## config.mk

```make
export PLATFORM = sky130hd
export DESIGN_NAME = pwmc_top
export DESIGN_NICKNAME = d
export VERILOG_FILES = /design/src/rtl/pwmc_pkg.sv /design/src/rtl/pwmc_core.sv /design/src/rtl/pwmc_regs.sv /design/src/rtl/pwmc_pair.sv /design/src/rtl/pwmc_top.sv
export SDC_FILE = /design/constraint.sdc
export NUM_CORES = 2
export LEC_CHECK = 0
export BUFFER_PORTS_ARGS = -buffer_cell sky130_fd_sc_hd__clkbuf_2
export CORE_UTILIZATION = 40
export DETAILED_ROUTE_END_ITERATION = 10
export SYNTH_ARGS = -nofsm -noshare
export SYNTH_HDL_FRONTEND = slang
export SYNTH_HIERARCHICAL = 1
export SYNTH_SLANG_ARGS = --single-unit
export TNS_END_PERCENT = 10
```

## constraint.sdc

```tcl
create_clock -name clk -period 10.65 [get_ports clk]
set_input_delay 0.5325 -clock clk [delete_from_list [all_inputs] [get_ports clk]]
set_output_delay 0.5325 -clock clk [all_outputs]
set_load 0.01 [all_outputs]
```

## src/rtl/pwmc_pkg.sv

```systemverilog
package pwmc_pkg;

  localparam int unsigned ADDR_W = 5;

  localparam logic [ADDR_W-1:0] A_ENA       = 5'h00;
  localparam logic [ADDR_W-1:0] A_INV       = 5'h01;
  localparam logic [ADDR_W-1:0] A_ALIGN     = 5'h02;
  localparam logic [ADDR_W-1:0] A_JOIN      = 5'h03;
  localparam logic [ADDR_W-1:0] A_PER_BASE  = 5'h08;
  localparam logic [ADDR_W-1:0] A_DUTY_BASE = 5'h10;

  // channel drives its active level for this count
  function automatic logic pwmc_active(input logic [15:0] c, input logic [15:0] p,
                                       input logic [15:0] d);
    return (d != 16'd0) && ((d >= p) || (c < d));
  endfunction

  // count is at or past the last step of an edge-aligned period
  function automatic logic pwmc_top_reached(input logic [15:0] c, input logic [15:0] p);
    return ({1'b0, c} + 17'd1) >= {1'b0, p};
  endfunction

  function automatic logic pwmc_left_end(input logic [15:0] c, input logic [15:0] p);
    return (p == 16'd0) || pwmc_top_reached(c, p);
  endfunction

  // last down step of a center-aligned period
  function automatic logic pwmc_mid_end(input logic [15:0] c, input logic [15:0] p,
                                        input logic down);
    return (p == 16'd0) || (down && (c <= 16'd1));
  endfunction

endpackage

```

## src/rtl/pwmc_core.sv

```systemverilog
module pwmc_core
  import pwmc_pkg::*;
#(
  parameter int unsigned W = 8
) (
  input  logic         clk,
  input  logic         rst_n,
  input  logic         tick,
  input  logic         en,
  input  logic         center,
  input  logic         inv,
  input  logic [W-1:0] per_in,
  input  logic [W-1:0] duty_in,
  output logic         pin
);

  logic [W-1:0] cnt;
  logic [W-1:0] per_q;
  logic [W-1:0] duty_q;
  logic         down;

  // named events for the checks below
  logic period_end;
  logic turn_evt;
  logic step_evt;
  logic active;

  assign period_end = center ? pwmc_mid_end(16'(cnt), 16'(per_q), down)
                             : pwmc_left_end(16'(cnt), 16'(per_q));
  assign turn_evt   = center && !down && pwmc_top_reached(16'(cnt), 16'(per_q));
  assign step_evt   = en && tick;
  assign active     = pwmc_active(16'(cnt), 16'(per_q), 16'(duty_q));
  assign pin        = (en && active) ^ inv;

  always_ff @(posedge clk) begin
    if (!rst_n) begin
      cnt    <= '0;
      down   <= 1'b0;
      per_q  <= '0;
      duty_q <= '0;
    end else if (!en) begin
      cnt    <= '0;
      down   <= 1'b0;
      per_q  <= per_in;
      duty_q <= duty_in;
    end else if (tick) begin
      if (period_end) begin
        cnt    <= '0;
        down   <= 1'b0;
        per_q  <= per_in;
        duty_q <= duty_in;
      end else if (center && down) begin
        cnt <= cnt - 1'b1;
      end else begin
        cnt <= cnt + 1'b1;
        if (turn_evt) down <= 1'b1;
      end
    end
  end

  assert_stop_clears_R9: assert property (@(posedge clk) disable iff (!rst_n)
    !en |=> (cnt == '0));

  assert_hold_no_tick_R10: assert property (@(posedge clk) disable iff (!rst_n)
    (en && !tick) |=> $stable(cnt));

  assert_shadow_at_boundary_R8: assert property (@(posedge clk) disable iff (!rst_n)
    (en && !(step_evt && period_end)) |=> ($stable(per_q) && $stable(duty_q)));

  assert_center_bound_R4: assert property (@(posedge clk) disable iff (!rst_n)
    (en && center) |-> (cnt <= per_q));

endmodule

```

## src/rtl/pwmc_regs.sv

```systemverilog
module pwmc_regs
  import pwmc_pkg::*;
#(
  parameter int unsigned NCH = 8,
  localparam int unsigned NPAIR = NCH / 2
) (
  input  logic                     clk,
  input  logic                     rst_n,
  input  logic                     we,
  input  logic [ADDR_W-1:0]        addr,
  input  logic [7:0]               wdata,
  output logic [7:0]               rdata,
  output logic [NCH-1:0]           ena,
  output logic [NCH-1:0]           inv,
  output logic [NCH-1:0]           align,
  output logic [NPAIR-1:0]         join_bits,
  output logic [NCH-1:0][7:0]      per,
  output logic [NCH-1:0][7:0]      duty
);

  logic [NPAIR-1:0] join_lock;

  for (genvar k = 0; k < NPAIR; k++) begin : g_lock
    assign join_lock[k] = ena[2*k] | ena[2*k+1];

    assert_join_locked_R7: assert property (@(posedge clk) disable iff (!rst_n)
      (we && addr == A_JOIN && join_lock[k]) |=> $stable(join_bits[k]));
  end

  always_ff @(posedge clk) begin
    if (!rst_n) begin
      ena       <= '0;
      inv       <= '0;
      align     <= '0;
      join_bits <= '0;
      per       <= '0;
      duty      <= '0;
    end else if (we) begin
      if (addr == A_ENA)   ena   <= wdata[NCH-1:0];
      if (addr == A_INV)   inv   <= wdata[NCH-1:0];
      if (addr == A_ALIGN) align <= wdata[NCH-1:0];
      if (addr == A_JOIN) begin
        for (int k = 0; k < NPAIR; k++) begin
          if (!join_lock[k]) join_bits[k] <= wdata[k];
        end
      end
      for (int c = 0; c < NCH; c++) begin
        if (addr == A_PER_BASE + ADDR_W'(c))  per[c]  <= wdata;
        if (addr == A_DUTY_BASE + ADDR_W'(c)) duty[c] <= wdata;
      end
    end
  end

  always_comb begin
    rdata = 8'h00;
    if (addr == A_ENA)   rdata = 8'(ena);
    if (addr == A_INV)   rdata = 8'(inv);
    if (addr == A_ALIGN) rdata = 8'(align);
    if (addr == A_JOIN)  rdata = 8'(join_bits);
    for (int c = 0; c < NCH; c++) begin
      if (addr == A_PER_BASE + ADDR_W'(c))  rdata = per[c];
      if (addr == A_DUTY_BASE + ADDR_W'(c)) rdata = duty[c];
    end
  end

  assert_absent_bits_zero_R2: assert property (@(posedge clk) disable iff (!rst_n)
    (addr == A_JOIN) |-> ((rdata >> NPAIR) == 8'h00));

endmodule

```

## src/rtl/pwmc_pair.sv

```systemverilog
module pwmc_pair (
  input  logic       clk,
  input  logic       rst_n,
  input  logic       tick,
  input  logic       join_en,
  input  logic       en_ev,
  input  logic       en_od,
  input  logic       inv_ev,
  input  logic       inv_od,
  input  logic       al_ev,
  input  logic       al_od,
  input  logic [7:0] per_ev,
  input  logic [7:0] per_od,
  input  logic [7:0] duty_ev,
  input  logic [7:0] duty_od,
  output logic       pin_ev,
  output logic       pin_od
);

  logic        ev_run;
  logic [15:0] od_per;
  logic [15:0] od_duty;

  assign ev_run  = en_ev & ~join_en;
  assign od_per  = join_en ? {per_ev, per_od}   : {8'h00, per_od};
  assign od_duty = join_en ? {duty_ev, duty_od} : {8'h00, duty_od};

  pwmc_core #(.W(8)) u_even (
    .clk     (clk),
    .rst_n   (rst_n),
    .tick    (tick),
    .en      (ev_run),
    .center  (al_ev),
    .inv     (inv_ev),
    .per_in  (per_ev),
    .duty_in (duty_ev),
    .pin     (pin_ev)
  );

  pwmc_core #(.W(16)) u_odd (
    .clk     (clk),
    .rst_n   (rst_n),
    .tick    (tick),
    .en      (en_od),
    .center  (al_od),
    .inv     (inv_od),
    .per_in  (od_per),
    .duty_in (od_duty),
    .pin     (pin_od)
  );

  assert_even_parked_R6: assert property (@(posedge clk) disable iff (!rst_n)
    join_en |-> (pin_ev == inv_ev));

endmodule

```

## src/rtl/pwmc_top.sv

```systemverilog
module pwmc_top
  import pwmc_pkg::*;
#(
  parameter int unsigned NCH = 8,
  localparam int unsigned NPAIR = NCH / 2
) (
  input  logic              clk,
  input  logic              rst_n,
  input  logic              tick,
  input  logic              reg_we,
  input  logic [ADDR_W-1:0] reg_addr,
  input  logic [7:0]        reg_wdata,
  output logic [7:0]        reg_rdata,
  output logic [NCH-1:0]    pwm_out
);

  logic [NCH-1:0]      ena;
  logic [NCH-1:0]      inv;
  logic [NCH-1:0]      align;
  logic [NPAIR-1:0]    join_bits;
  logic [NCH-1:0][7:0] per;
  logic [NCH-1:0][7:0] duty;

  pwmc_regs #(.NCH(NCH)) u_regs (
    .clk       (clk),
    .rst_n     (rst_n),
    .we        (reg_we),
    .addr      (reg_addr),
    .wdata     (reg_wdata),
    .rdata     (reg_rdata),
    .ena       (ena),
    .inv       (inv),
    .align     (align),
    .join_bits (join_bits),
    .per       (per),
    .duty      (duty)
  );

  for (genvar k = 0; k < NPAIR; k++) begin : g_pair
    pwmc_pair u_pair (
      .clk     (clk),
      .rst_n   (rst_n),
      .tick    (tick),
      .join_en (join_bits[k]),
      .en_ev   (ena[2*k]),
      .en_od   (ena[2*k+1]),
      .inv_ev  (inv[2*k]),
      .inv_od  (inv[2*k+1]),
      .al_ev   (align[2*k]),
      .al_od   (align[2*k+1]),
      .per_ev  (per[2*k]),
      .per_od  (per[2*k+1]),
      .duty_ev (duty[2*k]),
      .duty_od (duty[2*k+1]),
      .pin_ev  (pwm_out[2*k]),
      .pin_od  (pwm_out[2*k+1])
    );
  end

endmodule

```

==> metrics.txt <==
# TYPE chip_impl_metric gauge
chip_impl_metric{name="syn2layout_area_growth",unit="%"} 7.15
chip_impl_info{name="synth-main-ff-cell",value="dfxtp_1"} 1
chip_impl_metric{name="timing.setup.tns",unit="ns"} 0
chip_impl_metric{name="total_power_density_per_cell_area",unit="nW/um^2"} 116
chip_impl_metric{name="placed_cells",unit=""} 4766
chip_impl_metric{name="hold_slack",unit="ns"} 0.350
chip_impl_metric{name="synth_seq_cells",unit=""} 452
chip_impl_metric{name="cts_buffers",unit=""} 54
chip_impl_metric{name="synthesis.yosys.warnings",unit=""} 6
chip_impl_info{name="synth.top_cells.by_area",value="dfxtp_1 29%, ha_1 12%, nand2_1 6.9%, mux2i_1 5.7%, nand3_1 4.6%"} 1
chip_impl_metric{name="remaining_drc_errors",unit=""} 0
chip_impl_metric{name="ys_async_sr_fraction",unit="%"} 0
chip_impl_metric{name="dp_hpwl",unit="mm"} 67.0
chip_impl_metric{name="post-route-worst-setup-slack",unit="ns"} 6.28
chip_impl_metric{name="final_slew_viol_count",unit=""} 0
chip_impl_metric{name="min_period_over_period",unit="%"} 41.0
chip_impl_info{name="timing_worst_setup_path_type",value="in -> out"} 1
chip_impl_metric{name="post_route_cells_drive_above_1_share",unit="%"} 7.08
chip_impl_metric{name="layout_nets",unit=""} 4103
chip_impl_metric{name="clock.fmax",unit="MHz"} 229
chip_impl_metric{name="finalHoldViolations",unit=""} 0
chip_impl_metric{name="fin_skew",unit="ns"} 0.0175
chip_impl_info{name="synth_area_leader_cell",value="dfxtp_1"} 1
chip_impl_metric{name="ctsHtreeMaxLevel",unit=""} 2
chip_impl_metric{name="grtUsageTotal",unit="%"} 23.1
chip_impl_metric{name="post-cts-setup-buffer-count",unit=""} 0
chip_impl_metric{name="start_util",unit="%"} 40.4
chip_impl_info{name="hold_path_class",value="in -> reg"} 1
chip_impl_metric{name="instances_no_fill",unit=""} 4868
chip_impl_metric{name="crit_path_max_fanout",unit=""} 34
chip_impl_metric{name="viasPerCell",unit=""} 5.70
chip_impl_metric{name="post-synth-top-area-fraction",unit="%"} 28.9
chip_impl_metric{name="finalSetupViolations",unit=""} 0
chip_impl_metric{name="yosysUniqueCellTypes",unit=""} 98
chip_impl_metric{name="place_worst_setup_slack",unit="ns"} 6.51
chip_impl_metric{name="syn-instance-count",unit=""} 3925
chip_impl_metric{name="clkLatencyLatePin",unit="ns"} 0.61
chip_impl_metric{name="final_non_filler_cell_area",unit="sq um"} 33500
chip_impl_info{name="cts_root_buffer",value="clkbuf_16"} 1
chip_impl_info{name="hold_path_startpoint",value="tick"} 1
chip_impl_metric{name="top_ports",unit=""} 33
chip_impl_metric{name="grt_start_max_net_pins",unit=""} 120
chip_impl_info{name="clock_tree_from_tritoncts",value="done"} 1
chip_impl_info{name="worst_setup_path_end_kind",value="primary output"} 1
chip_impl_info{name="crit-reg2reg-launch",value="g_pair[0].u_pair/u_odd/cnt[0]$_SDFFE_PN0P_"} 1
chip_impl_info{name="crit_path_start_kind",value="input pin"} 1
chip_impl_metric{name="post_synth_instance_area",unit="sq um"} 31300
chip_impl_metric{name="totalPowerFinal",unit="mW"} 3.88
chip_impl_metric{name="fp.dieArea",unit="sq um"} 79300
chip_impl_metric{name="drt_first_pass_iters",unit=""} 6
chip_impl_metric{name="path_clk_slew",unit="ns"} 0.06
chip_impl_info{name="cp_cell_sequence",value="clkbuf_2 > nor2b_1 > o21ai_1 > a21oi_1 > a221o_1 > a21oi_1 > a311oi_1 > clkbuf_2"} 1
chip_impl_metric{name="vdd_ir_drop_max",unit="mV"} 0.115
chip_impl_metric{name="reg2reg_setup_slack",unit="ns"} 6.47
chip_impl_metric{name="synth-seq-area-share",unit="%"} 28.9
chip_impl_metric{name="final_util",unit="%"} 43.3
chip_impl_metric{name="timing.max_cap.violations",unit=""} 0
chip_impl_metric{name="cp_data_required_time",unit="ns"} 10.12
chip_impl_metric{name="grt_first_pass_wirelength",unit="mm"} 147
chip_impl_metric{name="finalWeightedCongestion",unit=""} 0.942
chip_impl_metric{name="synthesized_netlist_net_count",unit=""} 4246
chip_impl_metric{name="overall_die_width",unit="um"} 282
chip_impl_metric{name="antenna_left",unit=""} 0
chip_impl_info{name="ys_top_cells_by_count",value="578 x nand2_1, 452 x dfxtp_1, 304 x ha_1"} 1
chip_impl_metric{name="worstMarginPinSlew",unit="ns"} 1.09
chip_impl_info{name="rsz0062_at_grt",value="no"} 1
chip_impl_metric{name="static-leakage-power",unit="nW"} 12.6
chip_impl_metric{name="antenna_found_initial",unit=""} 7
chip_impl_metric{name="placed_cell_area",unit="sq um"} 31600
chip_impl_metric{name="placeableCoreArea",unit="sq um"} 77300
chip_impl_metric{name="postCtsResizedCells",unit=""} 0
chip_impl_info{name="status",value="finished clean"} 1
chip_impl_metric{name="i_o_buffers",unit=""} 32
chip_impl_metric{name="global_route.overflow_total",unit=""} 0
chip_impl_metric{name="max-slew-margin-rel",unit="%"} 26.9
chip_impl_metric{name="period_minus_slack",unit="ns"} 4.37
chip_impl_metric{name="vias_in_the_first_global_route",unit=""} 25400
chip_impl_metric{name="synth_edf_count",unit=""} 0
chip_impl_metric{name="cts_hold_buffers",unit=""} 0
chip_impl_info{name="critPathSlowestCell",value="nor2b_1"} 1
chip_impl_metric{name="worst_ep_arrival_time",unit="ns"} 3.83
chip_impl_metric{name="overall_via_count_from_detail_route",unit=""} 27700
chip_impl_metric{name="cpPeakStageDelay",unit="ns"} 0.99
chip_impl_metric{name="syn_area_per_cell",unit="sq um"} 7.97
chip_impl_metric{name="std_cell_rows",unit=""} 102
chip_impl_metric{name="routed_length_per_placed_instance",unit="um"} 19.1
chip_impl_metric{name="detail_route.iter0.violations",unit=""} 2574
chip_impl_metric{name="clock_sinks",unit=""} 452
chip_impl_metric{name="cts_max_path_buffers",unit=""} 3
chip_impl_info{name="startpoint",value="reg_addr[3]"} 1
chip_impl_metric{name="route.final.wire_length",unit="mm"} 92.9
chip_impl_info{name="post-synth-top-count-cell",value="nand2_1"} 1
chip_impl_metric{name="chipHeight",unit="um"} 282
==> area by class of cell <==
type	count	area [sq um]
clock buffer	75	1560
timing repair buffer	52	323
tap	1040	1300
inverter	240	901
clock inverter	25	329
sequential	452	9050
multi-input combinational	2982	20000
antenna	2	5.00
fill	7894	43800
==> metal layers <==
layer  global-route usage [%]  vias up  part of all wire (%)
met2                     35.0      839                    43
met4                     6.63       12                   2.6
li1                         -    13600                     -
met3                     4.41      157                   6.8
met5                        0        -                 0.073
met1                     33.1    13100                    47
==> final timing paths <==
| path | cells past startpoint | to |
|---|---|---|
| hold / removal | 3 | g_pair[3].u_pair/u_odd/cnt[4]$_SDFFE_PN0P_ |
| setup reg to reg | 15 | g_pair[0].u_pair/u_odd/per_q[4]$_SDFFE_PN0P_ |
| setup / recovery | 8 | reg_rdata[5] |
| hold reg to reg | 2 | g_pair[3].u_pair/u_odd/per_q[3]$_SDFFE_PN0P_ |
==> state kept, by name, indices dropped and copies added, names as in the netlist <==
name and count:
g_pair.u_pair/u_odd/duty_q 64, g_pair.u_pair/u_even/down 4, u_regs/join_bits 4, u_regs/duty 64
u_regs/inv 8, g_pair.u_pair/u_odd/cnt 64, g_pair.u_pair/u_odd/per_q 64, u_regs/per 64
g_pair.u_pair/u_even/cnt 32, g_pair.u_pair/u_odd/down 4, g_pair.u_pair/u_even/per_q 32, g_pair.u_pair/u_even/duty_q 32
u_regs/ena 8, u_regs/align 8
==> cells by family (layout without fill, tap and decap cells) <==
kind of cell	count (synthesis)	after routing	synth area share, %
AND/OR/NAND/NOR	1567	1567	24.8
buffers and inverters	491	392	7.04
XOR/XNOR	140	140	3.92
AO/OA/AOI/OAI	791	791	17.4
flip-flops	452	452	28.9
other	0	2	0
multiplexers	180	180	5.77
adder cells (fa/ha/maj)	304	304	12.2
==> layout by cell type, fill, tap and decap left out, types with 12 or more instances in the layout <==
master,n
o21ai_0,231
and2_2,48
and2_1,21
nand2b_1,25
and3_1,17
nor4_1,74
a22oi_1,12
o22ai_1,38
xnor2_1,65
a211oi_1,33
ha_1,304
or4_4,12
o211ai_1,15
nand3_1,286
o32ai_1,15
buf_4,21
xor2_1,75
dfxtp_1,452
nor3_1,73
nand2_1,578
a31oi_1,38
a21oi_1,130
nor2_1,178
a221oi_1,16
mux2i_1,177
a21boi_0,80
clkbuf_2,30
clkbuf_16,55
o31ai_1,13
or4_1,14
nand4_1,62
a21o_1,34
nor2b_1,94
inv_1,236
==> critical path, delay by kind of cell <==
family / cells / cell delay [ns]
buf+inv: 2 / 0.67
simple gates: 1 / 0.99
compound gates: 5 / 1.62
==> where the power goes <==
part | internal [mW] | switching, mW
sequential | 1.70 | 0.0113
combinational | 0.0557 | 0.146
clock | 1.19 | 0.778
No activity file was read; power rests on OpenSTA's default activity.
